<file path="src/rtl/gpp_pkg.sv">
package gpp_pkg;

    typedef enum logic [1:0] {
        SLOT_IDLE  = 2'd0,
        SLOT_LEAD  = 2'd1,
        SLOT_TRAIL = 2'd2,
        SLOT_GAP   = 2'd3
    } slot_e;

    localparam int MAX_DATA_W = 32;
    localparam int MIN_ADDR_W = 4;
    localparam int MAX_ADDR_W = 20;

    function automatic int ptr_width(input int depth);
        return (depth > 1) ? $clog2(depth) : 1;
    endfunction

    function automatic bit room_for(input int used, input int incoming, input int depth);
        return (used + incoming) < depth;
    endfunction

endpackage

</file>
<file path="src/rtl/gpp_fifo.sv">
module gpp_fifo #(
    parameter int W     = 8,
    parameter int DEPTH = 4,
    localparam int PW   = gpp_pkg::ptr_width(DEPTH),
    localparam int CW   = $clog2(DEPTH + 1)
) (
    input  logic          clk,
    input  logic          rst,
    input  logic          push,
    input  logic [W-1:0]  din,
    input  logic          pop,
    output logic [W-1:0]  dout,
    output logic          empty,
    output logic [CW-1:0] count
);
    logic [W-1:0]  mem [DEPTH];
    logic [PW-1:0] wptr, rptr;
    logic          do_push, do_pop;

    assign empty   = (count == '0);
    assign do_push = push && (int'(count) < DEPTH);
    assign do_pop  = pop && !empty;
    assign dout    = mem[rptr];

    function automatic logic [PW-1:0] bump(input logic [PW-1:0] p);
        return (int'(p) == DEPTH - 1) ? '0 : p + PW'(1);
    endfunction

    always_ff @(posedge clk) begin
        if (rst) begin
            wptr  <= '0;
            rptr  <= '0;
            count <= '0;
        end else begin
            if (do_push) wptr <= bump(wptr);
            if (do_pop)  rptr <= bump(rptr);
            case ({do_push, do_pop})
                2'b10:   count <= count + CW'(1);
                2'b01:   count <= count - CW'(1);
                default: count <= count;
            endcase
        end
    end

    always_ff @(posedge clk) begin
        if (do_push) mem[wptr] <= din;
    end
endmodule

</file>
<file path="src/rtl/gpp_frame_ctr.sv">
module gpp_frame_ctr #(
    parameter int FLW = 8
) (
    input  logic           clk,
    input  logic           rst,
    input  logic           done,
    input  logic [FLW-1:0] len,
    output logic           close
);
    logic [FLW-1:0] words;
    logic           bounded;

    assign bounded = (len != '0);
    assign close   = done && bounded && ((words + FLW'(1)) == len);

    always_ff @(posedge clk) begin
        if (rst) begin
            words <= '0;
        end else if (done && bounded) begin
            words <= close ? '0 : words + FLW'(1);
        end
    end
endmodule

</file>
<file path="src/rtl/gpp_slot_ctrl.sv">
module gpp_slot_ctrl
    import gpp_pkg::*;
#(
    parameter int DW         = 32,
    parameter int AW         = 12,
    parameter int DEPTH      = 4,
    parameter int FLW        = 8,
    parameter bit USE_ADDR   = 1'b1,
    parameter bit USE_CLKOUT = 1'b1,
    localparam int CW        = $clog2(DEPTH + 1)
) (
    input  logic           clk,
    input  logic           rst,
    input  logic           adv,
    input  logic           head_valid,
    input  logic           head_rd,
    input  logic [AW-1:0]  head_addr,
    input  logic [DW-1:0]  head_data,
    output logic           head_pop,
    input  logic [CW-1:0]  rx_count,
    output logic           rx_push,
    input  logic [FLW-1:0] frame_len,
    output logic           pin_clk,
    output logic           pin_rd,
    output logic           pin_wr,
    output logic           pin_frame,
    output logic [AW-1:0]  pin_addr,
    output logic [DW-1:0]  pin_dout
);
    slot_e slot;
    logic  in_frame;
    logic  boundary, word_done, closing, take, head_ok;

    assign boundary  = (slot != SLOT_LEAD);
    assign word_done = adv && (slot == SLOT_TRAIL);
    assign rx_push   = word_done && pin_rd;
    assign head_ok   = head_valid &&
                       (!head_rd || room_for(int'(rx_count), int'(rx_push), DEPTH));
    assign take      = adv && boundary && !closing && head_ok;
    assign head_pop  = take;

    gpp_frame_ctr #(.FLW(FLW)) u_frame_ctr (
        .clk   (clk),
        .rst   (rst),
        .done  (word_done),
        .len   (frame_len),
        .close (closing)
    );

    always_ff @(posedge clk) begin
        if (rst) begin
            slot      <= SLOT_IDLE;
            in_frame  <= 1'b0;
            pin_clk   <= 1'b0;
            pin_rd    <= 1'b0;
            pin_wr    <= 1'b0;
            pin_frame <= 1'b0;
            pin_addr  <= '0;
            pin_dout  <= '0;
        end else if (adv) begin
            if (slot == SLOT_LEAD) begin
                slot    <= SLOT_TRAIL;
                pin_clk <= USE_CLKOUT;
            end else begin
                pin_clk <= 1'b0;
                if (closing) begin
                    slot      <= SLOT_GAP;
                    in_frame  <= 1'b0;
                    pin_rd    <= 1'b0;
                    pin_wr    <= 1'b0;
                    pin_frame <= 1'b0;
                end else if (take) begin
                    slot      <= SLOT_LEAD;
                    in_frame  <= 1'b1;
                    pin_rd    <= head_rd;
                    pin_wr    <= !head_rd;
                    pin_frame <= 1'b1;
                    pin_addr  <= USE_ADDR ? head_addr : '0;
                    pin_dout  <= head_data;
                end else begin
                    slot      <= SLOT_IDLE;
                    pin_rd    <= 1'b0;
                    pin_wr    <= 1'b0;
                    pin_frame <= in_frame;
                end
            end
        end
    end
endmodule

</file>
<file path="src/rtl/gpp_engine.sv">
module gpp_engine
    import gpp_pkg::*;
#(
    parameter int DW         = 32,
    parameter int AW         = 12,
    parameter int DEPTH      = 4,
    parameter int FLW        = 8,
    parameter bit USE_ADDR   = 1'b1,
    parameter bit USE_CLKOUT = 1'b1,
    parameter bit USE_CKE    = 1'b1
) (
    input  logic           clk,
    input  logic           rst,
    input  logic           tx_valid,
    output logic           tx_ready,
    input  logic           tx_rd,
    input  logic [AW-1:0]  tx_addr,
    input  logic [DW-1:0]  tx_data,
    output logic           rx_valid,
    input  logic           rx_ready,
    output logic [DW-1:0]  rx_data,
    input  logic [FLW-1:0] cfg_frame_len,
    input  logic           pin_cke,
    input  logic [DW-1:0]  pin_din,
    output logic           pin_clk,
    output logic           pin_rd,
    output logic           pin_wr,
    output logic           pin_frame,
    output logic [AW-1:0]  pin_addr,
    output logic [DW-1:0]  pin_dout
);
    localparam int CW = $clog2(DEPTH + 1);

    typedef struct packed {
        logic          rd;
        logic [AW-1:0] addr;
        logic [DW-1:0] data;
    } cmd_t;

    generate
        if (DW < 1 || DW > MAX_DATA_W) begin : g_bad_dw
            $error("gpp_engine: DW out of range");
        end
        if (AW < MIN_ADDR_W || AW > MAX_ADDR_W) begin : g_bad_aw
            $error("gpp_engine: AW out of range");
        end
    endgenerate

    logic adv;
    generate
        if (USE_CKE) begin : g_cke
            assign adv = pin_cke;
        end else begin : g_free
            assign adv = 1'b1;
        end
    endgenerate

    cmd_t          tx_in, tx_head;
    logic          tx_empty, tx_pop;
    logic [CW-1:0] tx_count;
    logic          rx_empty, rx_push;
    logic [CW-1:0] rx_count;

    assign tx_in    = '{rd: tx_rd, addr: tx_addr, data: tx_data};
    assign tx_ready = (int'(tx_count) < DEPTH);
    assign rx_valid = !rx_empty;

    gpp_fifo #(.W($bits(cmd_t)), .DEPTH(DEPTH)) u_tx_fifo (
        .clk   (clk),
        .rst   (rst),
        .push  (tx_valid),
        .din   (tx_in),
        .pop   (tx_pop),
        .dout  (tx_head),
        .empty (tx_empty),
        .count (tx_count)
    );

    gpp_fifo #(.W(DW), .DEPTH(DEPTH)) u_rx_fifo (
        .clk   (clk),
        .rst   (rst),
        .push  (rx_push),
        .din   (pin_din),
        .pop   (rx_ready),
        .dout  (rx_data),
        .empty (rx_empty),
        .count (rx_count)
    );

    gpp_slot_ctrl #(
        .DW(DW), .AW(AW), .DEPTH(DEPTH), .FLW(FLW),
        .USE_ADDR(USE_ADDR), .USE_CLKOUT(USE_CLKOUT)
    ) u_slot_ctrl (
        .clk        (clk),
        .rst        (rst),
        .adv        (adv),
        .head_valid (!tx_empty),
        .head_rd    (tx_head.rd),
        .head_addr  (tx_head.addr),
        .head_data  (tx_head.data),
        .head_pop   (tx_pop),
        .rx_count   (rx_count),
        .rx_push    (rx_push),
        .frame_len  (cfg_frame_len),
        .pin_clk    (pin_clk),
        .pin_rd     (pin_rd),
        .pin_wr     (pin_wr),
        .pin_frame  (pin_frame),
        .pin_addr   (pin_addr),
        .pin_dout   (pin_dout)
    );
endmodule

</file>
<file path="config.mk">
export PLATFORM = sky130hd
export DESIGN_NAME = gpp_engine
export DESIGN_NICKNAME = d
export VERILOG_FILES = /design/src/rtl/gpp_pkg.sv /design/src/rtl/gpp_fifo.sv /design/src/rtl/gpp_frame_ctr.sv /design/src/rtl/gpp_slot_ctrl.sv /design/src/rtl/gpp_engine.sv
export SDC_FILE = /design/constraint.sdc
export NUM_CORES = 1
export LEC_CHECK = 0
export BUFFER_PORTS_ARGS = -buffer_cell sky130_fd_sc_hd__buf_4
export CAP_MARGIN = 20
export CELL_PAD_IN_SITES_DETAIL_PLACEMENT = 1
export CELL_PAD_IN_SITES_GLOBAL_PLACEMENT = 1
export CORE_AREA = 2 2 182 184
export DETAILED_ROUTE_END_ITERATION = 16
export DIE_AREA = 0 0 184 186
export GPL_TIMING_DRIVEN = 0
export PLACE_DENSITY = 0.72
export SYNTH_ARGS = -nofsm -noshare
export SYNTH_HDL_FRONTEND = slang
export SYNTH_SLANG_ARGS = --single-unit
</file>
<file path="constraint.sdc">
create_clock -name clk -period 4.2 [get_ports clk]
set_clock_uncertainty 0.05 [all_clocks]
set_input_delay 0.42 -clock clk [delete_from_list [all_inputs] [get_ports clk]]
set_output_delay 0.42 -clock clk [all_outputs]
set_load 0.02 [all_outputs]
</file>
==> results of run 1 <==
final cells by class:
cell class                      instances  area share, %
Clock buffer                           59           6.81
Tap cell                              408           2.90
Multi-Input combinational cell        298           18.8
Buffer                                 38           1.16
Sequential cell                       384           61.3
Clock inverter                         19           1.03
Timing Repair Buffer                  173           7.68
Inverter                               18          0.384
sequential cells by signal, summed over array words and instances (netlist names), 3 cells and up, named ones only:
signal and cells:
u_tx_fifo.mem 180, u_rx_fifo.mem 128, u_rx_fifo.count 3, u_tx_fifo.count 3, u_slot_ctrl.u_frame_ctr.words 8, u_slot_ctrl.pin_addr 12, u_slot_ctrl.pin_dout 32
report_power, final:
group	leakage [nW]	internal, mW	switching, mW	total, mW
combinational	1.93	0.758	0.859	1.62
sequential	3.42	4.46	0.146	4.60
clock	0.660	2.12	1.46	3.58
critical path, stage by stage, from the launching register on:
cell and delay [ns]:
dfxtp_1 0.46, ha_1 0.39, nor2b_1 0.12, o21a_1 0.18, a211oi_1 0.37, a2111oi_4 0.11, a21oi_2 0.29, ha_1 0.24
inv_1 0.07, fa_1 0.37, xor2_1 0.16, or3_1 0.30, a21oi_1 0.14
final timing paths:
path	from	endpoint	slack [ns]	cells after the start
min reg2reg	u_slot_ctrl.pin_wr$_SDFFE_PP0P_	u_slot_ctrl.pin_wr$_SDFFE_PP0P_	0.43	2
max	u_slot_ctrl.u_frame_ctr.words[1]$_SDFFE_PP0P_	u_tx_fifo.count[2]$_SDFFE_PP0P_	0.87	12
min	tx_data[24]	u_tx_fifo.mem[0][24]$_DFFE_PP_	0.03	1
max reg2reg	u_slot_ctrl.u_frame_ctr.words[1]$_SDFFE_PP0P_	u_tx_fifo.count[2]$_SDFFE_PP0P_	0.87	12
cell families after synthesis:
group	count (synthesis)	share of synthesized area [%]
adders and majority gates	15	1.41
and+or+nand+nor	95	3.34
xor gates and xnor gates	11	0.672
buffers and inverters	56	1.89
muxes	79	12.2
AOI/OAI and AO/OA	98	5.26
DFF	384	75.2
stage by stage:
| step | instance area, um^2 | setup WS, ns | utilization (%) |
|---|---|---|---|
| floorplan | 14300 | 1.29 | - |
| global placement | 16100 | 0.823 | 50.0 |
| detailed placement | 16200 | 0.879 | 50.3 |
| CTS | 17600 | 0.855 | 54.6 |
| global route | 17600 | 0.625 | 54.6 |
| finish | 17600 | 0.869 | 54.6 |
layer usage:
metal / vias up / GRT usage, % / wire [um]
li1: 3411 / - / -
met1: 3774 / 21.4 / 12100
met2: 203 / 31.9 / 15100
met3: 47 / 5.42 / 2160
met4: 2 / 4.45 / 577
met5: - / 0 / 9
layout by cell type (no fill, tap or decap), types with 8 or more instances in the layout:
cell       instances
and2_2             8
buf_4            172
clkbuf_1          25
nand3_1            8
ha_1              13
mux4_2            77
inv_1             18
nand2_1           25
edfxtp_1         308
nor2_1            21
dfxtp_1           76
a21oi_1           20
nor3_1             9
buf_2             10
clkbuf_16         43
a22o_1            46
==> flow_summary.json, run 1 <==
{
  "fin_crit_sh_pct": 79.3,
  "netlist.area_leader.share_pct": 64.6,
  "routedWlPerCell_um": 21.4,
  "coreArea_um2": 32200,
  "grt_use_total_pct": 18.0,
  "clockBufferDepth": 3,
  "setup_viol": 0,
  "ir_worst_vdd_v": 0.000404,
  "yosysMostFrequentCell": "edfxtp_1",
  "die_y_um": 186,
  "slew_headroom_pct": 41.2,
  "period_needed_ns": 3.33,
  "yosysTopAreaCell": "edfxtp_1",
  "required_ns": 4.59,
  "initial_utilization_pct": 44.5,
  "drive_gt1_share_pct": 35.3,
  "startpoint_type": "flip-flop",
  "drt_iter0_drc": 375,
  "crit_arrival_ns": 3.73,
  "n_antenna_cell": 0,
  "synth_cell_types": 49,
  "gr-total-overflow": 0,
  "clkSlewWorstSetupHoldPaths_ns": 0.06,
  "drc_errors": 0,
  "synth_cells": 738,
  "yosys-top-cells-area": "edfxtp_1, mux4_2, dfxtp_1",
  "status": "finished clean",
  "n_fill_cell": 2899,
  "drtPass1Iterations": 4,
  "hold_viol": 0,
  "power.leakage_nw": 6.01,
  "grt_pass1_vias": 8247,
  "clock_tree.root_cell": "clkbuf_16",
  "postCtsHoldBufs": 0,
  "cts_tree": "yes",
  "post-cts-setup-buffers": 0,
  "timing.fmax_mhz": 300,
  "grt_max_degree": 33,
  "totalWireLength_um": 30000,
  "dpl.hpwl_um": 20100,
  "grt_pass1_wl_um": 46700,
  "finalPower_mw": 9.80,
  "cts-htree-levels": 2,
  "synth_fp_nets": 843,
  "final_cell_count_no_fill": 1397,
  "synth_commonest_cells": "edfxtp_1, mux4_2, dfxtp_1",
  "cts-buffers-inserted": 42,
  "path_class": "flip-flop to flip-flop",
  "syn_avg_cell_area_um2": 19.4,
  "gp_congestion": 0.723,
  "portBuffers": 169,
  "synth-edff-count": 308,
  "synthArstFlopShare_pct": 0,
  "areaGrowthSynthToFinish_pct": 22.7,
  "syn_area_um2": 14300,
  "whs_ns": 0.0323,
  "multi_input_area_um2": 3300,
  "p_per_area_nw_per_um2": 558,
  "ant_nets": 0,
  "yosysWarnings": 0,
  "worstMarginPinSlew_ns": 0.882,
  "vias": 7437,
  "finalMaxSlewViolations": 0,
  "clk_latency_ns": 0.53,
  "synthFlopType": "edfxtp_1",
  "ys_ff_latch": 384,
  "rsz0062_at_grt": "no",
  "avgViaCountPerCell": 5.32,
  "hold_path.class": "input pin to flip-flop",
  "die_w_um": 184,
  "cts_resized": 0,
  "seqCellArea_um2": 10800,
  "clock-sinks": 384,
  "antenna_found_initial": 1,
  "dp.cells": 1319,
  "dieArea_um2": 34200,
  "fin_setup_tns_ns": 0,
  "fin_nets": 1060,
  "rows": 66,
  "yosysSeqAreaShare_pct": 75.2,
  "drv_cap": 0,
  "cp-end-kind": "flip-flop",
  "io_pins": 172,
  "cp_max_fo": 7
}
Power figures use the tool's default switching activity.
==> run 2, diff against run 1 <==
--- a/config.mk
+++ b/config.mk
@@ -5,15 +5,16 @@
 export SDC_FILE = /design/constraint.sdc
 export NUM_CORES = 1
 export LEC_CHECK = 0
+export ABC_AREA = 1
 export BUFFER_PORTS_ARGS = -buffer_cell sky130_fd_sc_hd__buf_4
 export CAP_MARGIN = 20
 export CELL_PAD_IN_SITES_DETAIL_PLACEMENT = 1
 export CELL_PAD_IN_SITES_GLOBAL_PLACEMENT = 1
-export CORE_AREA = 2 2 182 184
+export CORE_AREA = 2 2 187 189
 export DETAILED_ROUTE_END_ITERATION = 16
-export DIE_AREA = 0 0 184 186
+export DIE_AREA = 0 0 189 191
 export GPL_TIMING_DRIVEN = 0
-export PLACE_DENSITY = 0.72
+export PLACE_DENSITY = 0.76
 export SYNTH_ARGS = -nofsm -noshare
 export SYNTH_HDL_FRONTEND = slang
 export SYNTH_SLANG_ARGS = --single-unit
==> constraint.sdc (replaced) <==
create_clock -name clk -period 3.1 [get_ports clk]
set_clock_uncertainty 0.05 [all_clocks]
set_input_delay 0.31 -clock clk [delete_from_list [all_inputs] [get_ports clk]]
set_output_delay 0.31 -clock clk [all_outputs]
set_load 0.02 [all_outputs]
==> flow_summary.json, run 2 <==
{
  "status": "finished clean",
  "drive_gt1_share_pct": 18.0,
  "cpMostUsedCell": "nand2_1",
  "synth_cells": 1325,
  "yosysSeqAreaShare_pct": 71.3,
  "io_pins": 172,
  "n_fill_cell": 3546,
  "die_y_um": 191,
  "clockBufferDepth": 3,
  "required_ns": 3.46,
  "synthArstFlopShare_pct": 0,
  "top_register": "u_tx_fifo.mem",
  "cts-buffers-inserted": 41,
  "synthAdderAreaFrac_pct": 1.34,
  "areaGrowthSynthToFinish_pct": 29.5,
  "syn_area_um2": 15100,
  "timing.fmax_mhz": 344,
  "cp_max_fo": 10,
  "die_w_um": 189,
  "p_per_area_nw_per_um2": 823,
  "path_buf_inv": 5,
  "gr-total-overflow": 0,
  "utilization_pct": 57.3,
  "avgViaCountPerCell": 5.25,
  "synthFlopType": "edfxtp_1",
  "netlist.area_leader.share_pct": 61.3,
  "yosysWarnings": 0,
  "synth_fp_nets": 1430,
  "initial_utilization_pct": 44.3,
  "drc_errors": 0,
  "clkSlewWorstSetupHoldPaths_ns": 0.06,
  "worstHoldStart": "rst",
  "clock-sinks": 384,
  "top_regs": "u_tx_fifo.mem x180, u_rx_fifo.mem x128, u_slot_ctrl.pin_dout x32",
  "cp-end-kind": "flip-flop",
  "ys_ff_latch": 384,
  "dpl.hpwl_um": 26400,
  "fin_crit_sh_pct": 93.8,
  "drtPass1Iterations": 5,
  "regToRegStartpoint": "u_slot_ctrl.u_frame_ctr.words[0]$_SDFFE_PP0P_",
  "totalWireLength_um": 41100,
  "slew_headroom_pct": 45.6,
  "antenna_found_initial": 1,
  "cts_tree": "yes",
  "path_class": "flip-flop to flip-flop",
  "seqCellArea_um2": 10800,
  "dp.cells": 1959,
  "grt_pass1_wl_um": 63800,
  "synth_compound_area_share_pct": 9.86,
  "whs_ns": 0.0506,
  "worstMarginPinSlew_ns": 0.815,
  "syn_avg_cell_area_um2": 11.4,
  "startpoint_type": "flip-flop",
  "clock_tree.root_cell": "clkbuf_16",
  "synth-simple-area-share_pct": 12.6,
  "slowest_delay_ns": 0.38,
  "power.leakage_nw": 7.49,
  "synth-edff-count": 308,
  "clk_latency_ns": 0.53,
  "gp_congestion": 0.776,
  "rr_endpoint": "u_tx_fifo.count[2]$_SDFFE_PP0P_",
  "ant_nets": 0,
  "rrSetupSlack_ns": 0.19,
  "synth_cell_types": 32,
  "final_common_cell": "edfxtp_1",
  "cts-htree-levels": 2,
  "r2r_cells": 21,
  "largest_reg_flops": 180,
  "synthMuxAreaShare_pct": 0,
  "path_delay_family": "simple AND/OR/NAND/NOR gates",
  "grt_use_total_pct": 22.7,
  "period_needed_ns": 2.91,
  "yosysMostFrequentCell": "edfxtp_1",
  "multi_input_area_um2": 3760,
  "grt_max_degree": 29,
  "most-common-layout-cells": "edfxtp_1, nor2_1, nand2_1, buf_4, o21ai_0",
  "yosysTopAreaCell": "edfxtp_1",
  "vias": 11100,
  "rows": 68,
  "hold_viol": 0,
  "synth_xor_area_share_pct": 0.116,
  "drt_iter0_drc": 682,
  "portBuffers": 171,
  "routedWlPerCell_um": 19.4,
  "crit_path_top_delay_cell": "fa_2",
  "hold_depth": 3,
  "hold_path.class": "input pin to flip-flop",
  "synth_commonest_cells": "edfxtp_1, nor2_1, nand2_1",
  "crit_arrival_ns": 3.26,
  "fin_nets": 1736,
  "ir_worst_vdd_v": 0.000622,
  "crit_path_cell_trace": "ha_4 > nand2_1 > inv_1 > nor2_2 > nand2_1 > nand3_1 > nor2_1 > nand2_1 > nor2_1 > nand2_2 > nand3_4 > buf_6 > buf_6 > inv_1 > ha_1 > inv_2 > fa_2 > a21oi_2 > o21ai_2 > o21ai_2 > a21oi_1",
  "dieArea_um2": 36100,
  "min_to": "u_slot_ctrl.pin_clk$_SDFFE_PP0P_",
  "coreArea_um2": 34100,
  "finalMaxSlewViolations": 0,
  "setup_viol": 0,
  "synth_top_family_by_area": "simple AND/OR/NAND/NOR gates",
  "yosys-top-cells-area": "edfxtp_1, dfxtp_1, nor2_1",
  "drv_cap": 0,
  "grt_pass1_vias": 11700,
  "final_cell_count_no_fill": 2118
}
## run 2: changes by cell type after synthesis, moves of 20 or more
| cell | previous run | this run |
|---|---|---|
| nand2_1 | 25 | 203 |
| clkbuf_1 | 15 | 48 |
| o21ai_0 | 7 | 136 |
| a21oi_1 | 20 | 40 |
| inv_1 | 18 | 111 |
| a22o_1 | 46 | 0 |
| nor2_1 | 21 | 222 |
| o22ai_1 | 0 | 62 |
| mux4_2 | 77 | 0 |
## run 2: worst max-delay path by stage
stage	cells past startpoint	endpoint	slack, ns	from
2_1_floorplan	3	u_tx_fifo.mem[0][0]$_DFFE_PP_	-0.007	u_tx_fifo.count[2]$_SDFFE_PP0P_
3_3_place_gp	3	u_tx_fifo.mem[0][2]$_DFFE_PP_	-1.69	tx_valid
3_5_place_dp	20	u_tx_fifo.count[2]$_SDFFE_PP0P_	-0.42	u_slot_ctrl.u_frame_ctr.words[0]$_SDFFE_PP0P_
4_1_cts	20	u_tx_fifo.count[2]$_SDFFE_PP0P_	0.07	u_slot_ctrl.u_frame_ctr.words[0]$_SDFFE_PP0P_
5_1_grt	21	u_tx_fifo.count[2]$_SDFFE_PP0P_	-0.02	u_slot_ctrl.u_frame_ctr.words[0]$_SDFFE_PP0P_
6_report	21	u_tx_fifo.count[2]$_SDFFE_PP0P_	0.19	u_slot_ctrl.u_frame_ctr.words[0]$_SDFFE_PP0P_
## run 2: layer usage
metal  routed length, um  global-route usage, %  up-vias
li1                    -                      -     5211
met1               17000                   28.2     5532
met2               20900                   41.2      309
met3                2180                   3.25       74
met4                 984                   6.70        0
met5                   0                      0        -
## run 2: per-stage QoR
| step | area (um^2) | power, mW | setup TNS, ns | setup slack (ns) |
|---|---|---|---|---|
| after CTS | 19400 | 16.2 | 0 | 0.0658 |
| after detailed placement | 17200 | 10.9 | -0.530 | -0.425 |
| after global placement | 17000 | 10.7 | -414.21 | -1.69 |
| after global routing | 19600 | 16.9 | -0.0245 | -0.0245 |
| final | 19600 | 16.1 | 0 | 0.193 |
| after floorplan | 15100 | 9.05 | -1.30 | -0.00723 |
## run 2: what timing repair did
action | 4_1_cts | 5_1_grt
pin swaps | 2 | 5
cloned | 0 | 0
endpoints found under the hold margin | 309 | 0
setup endpoints to repair | 2 | 2
setup buffers | 3 | 3
hold buffers | 78 | 0
gates resized for setup | 8 | 27
## run 2: logic make-up (layout without fill, tap and decap cells)
| group | count (synthesis) | after routing |
|---|---|---|
| simple gates | 478 | 478 |
| xor+xnor | 2 | 2 |
| compound gates | 261 | 261 |
| fa+ha+maj | 15 | 15 |
| flops | 384 | 384 |
| buf+inv | 185 | 522 |
| other cells | 0 | 1 |
## run 2: cell type report
cell class	instances	share of cell area [%]
antenna	1	0.0128
buffer	68	1.45
clock buffer	56	6.00
clock inverter	18	1.28
inverter	117	2.25
multi-input combinational	756	19.3
sequential	384	55.2
tap	455	2.91
timing repair buffer	263	11.7
## run 2: worst reg2reg max path: stages (launching register included)
cell	delay (ns)
dfxtp_4	0.37
ha_4	0.18
nand2_1	0.08
inv_1	0.08
nor2_2	0.16
nand2_1	0.07
nand3_1	0.08
nor2_1	0.05
nand2_1	0.06
nor2_1	0.04
nand2_2	0.12
nand3_4	0.09
buf_6	0.15
buf_6	0.14
inv_1	0.06
ha_1	0.15
inv_2	0.06
fa_2	0.38
a21oi_2	0.15
o21ai_2	0.08
o21ai_2	0.14
a21oi_1	0.05
## run 2: power breakdown
part	internal (mW)	switching [mW]	total, mW
sequential	6.14	0.248	6.39
clock	3.15	1.98	5.13
combinational	1.58	2.99	4.57
total	10.9	5.21	16.1
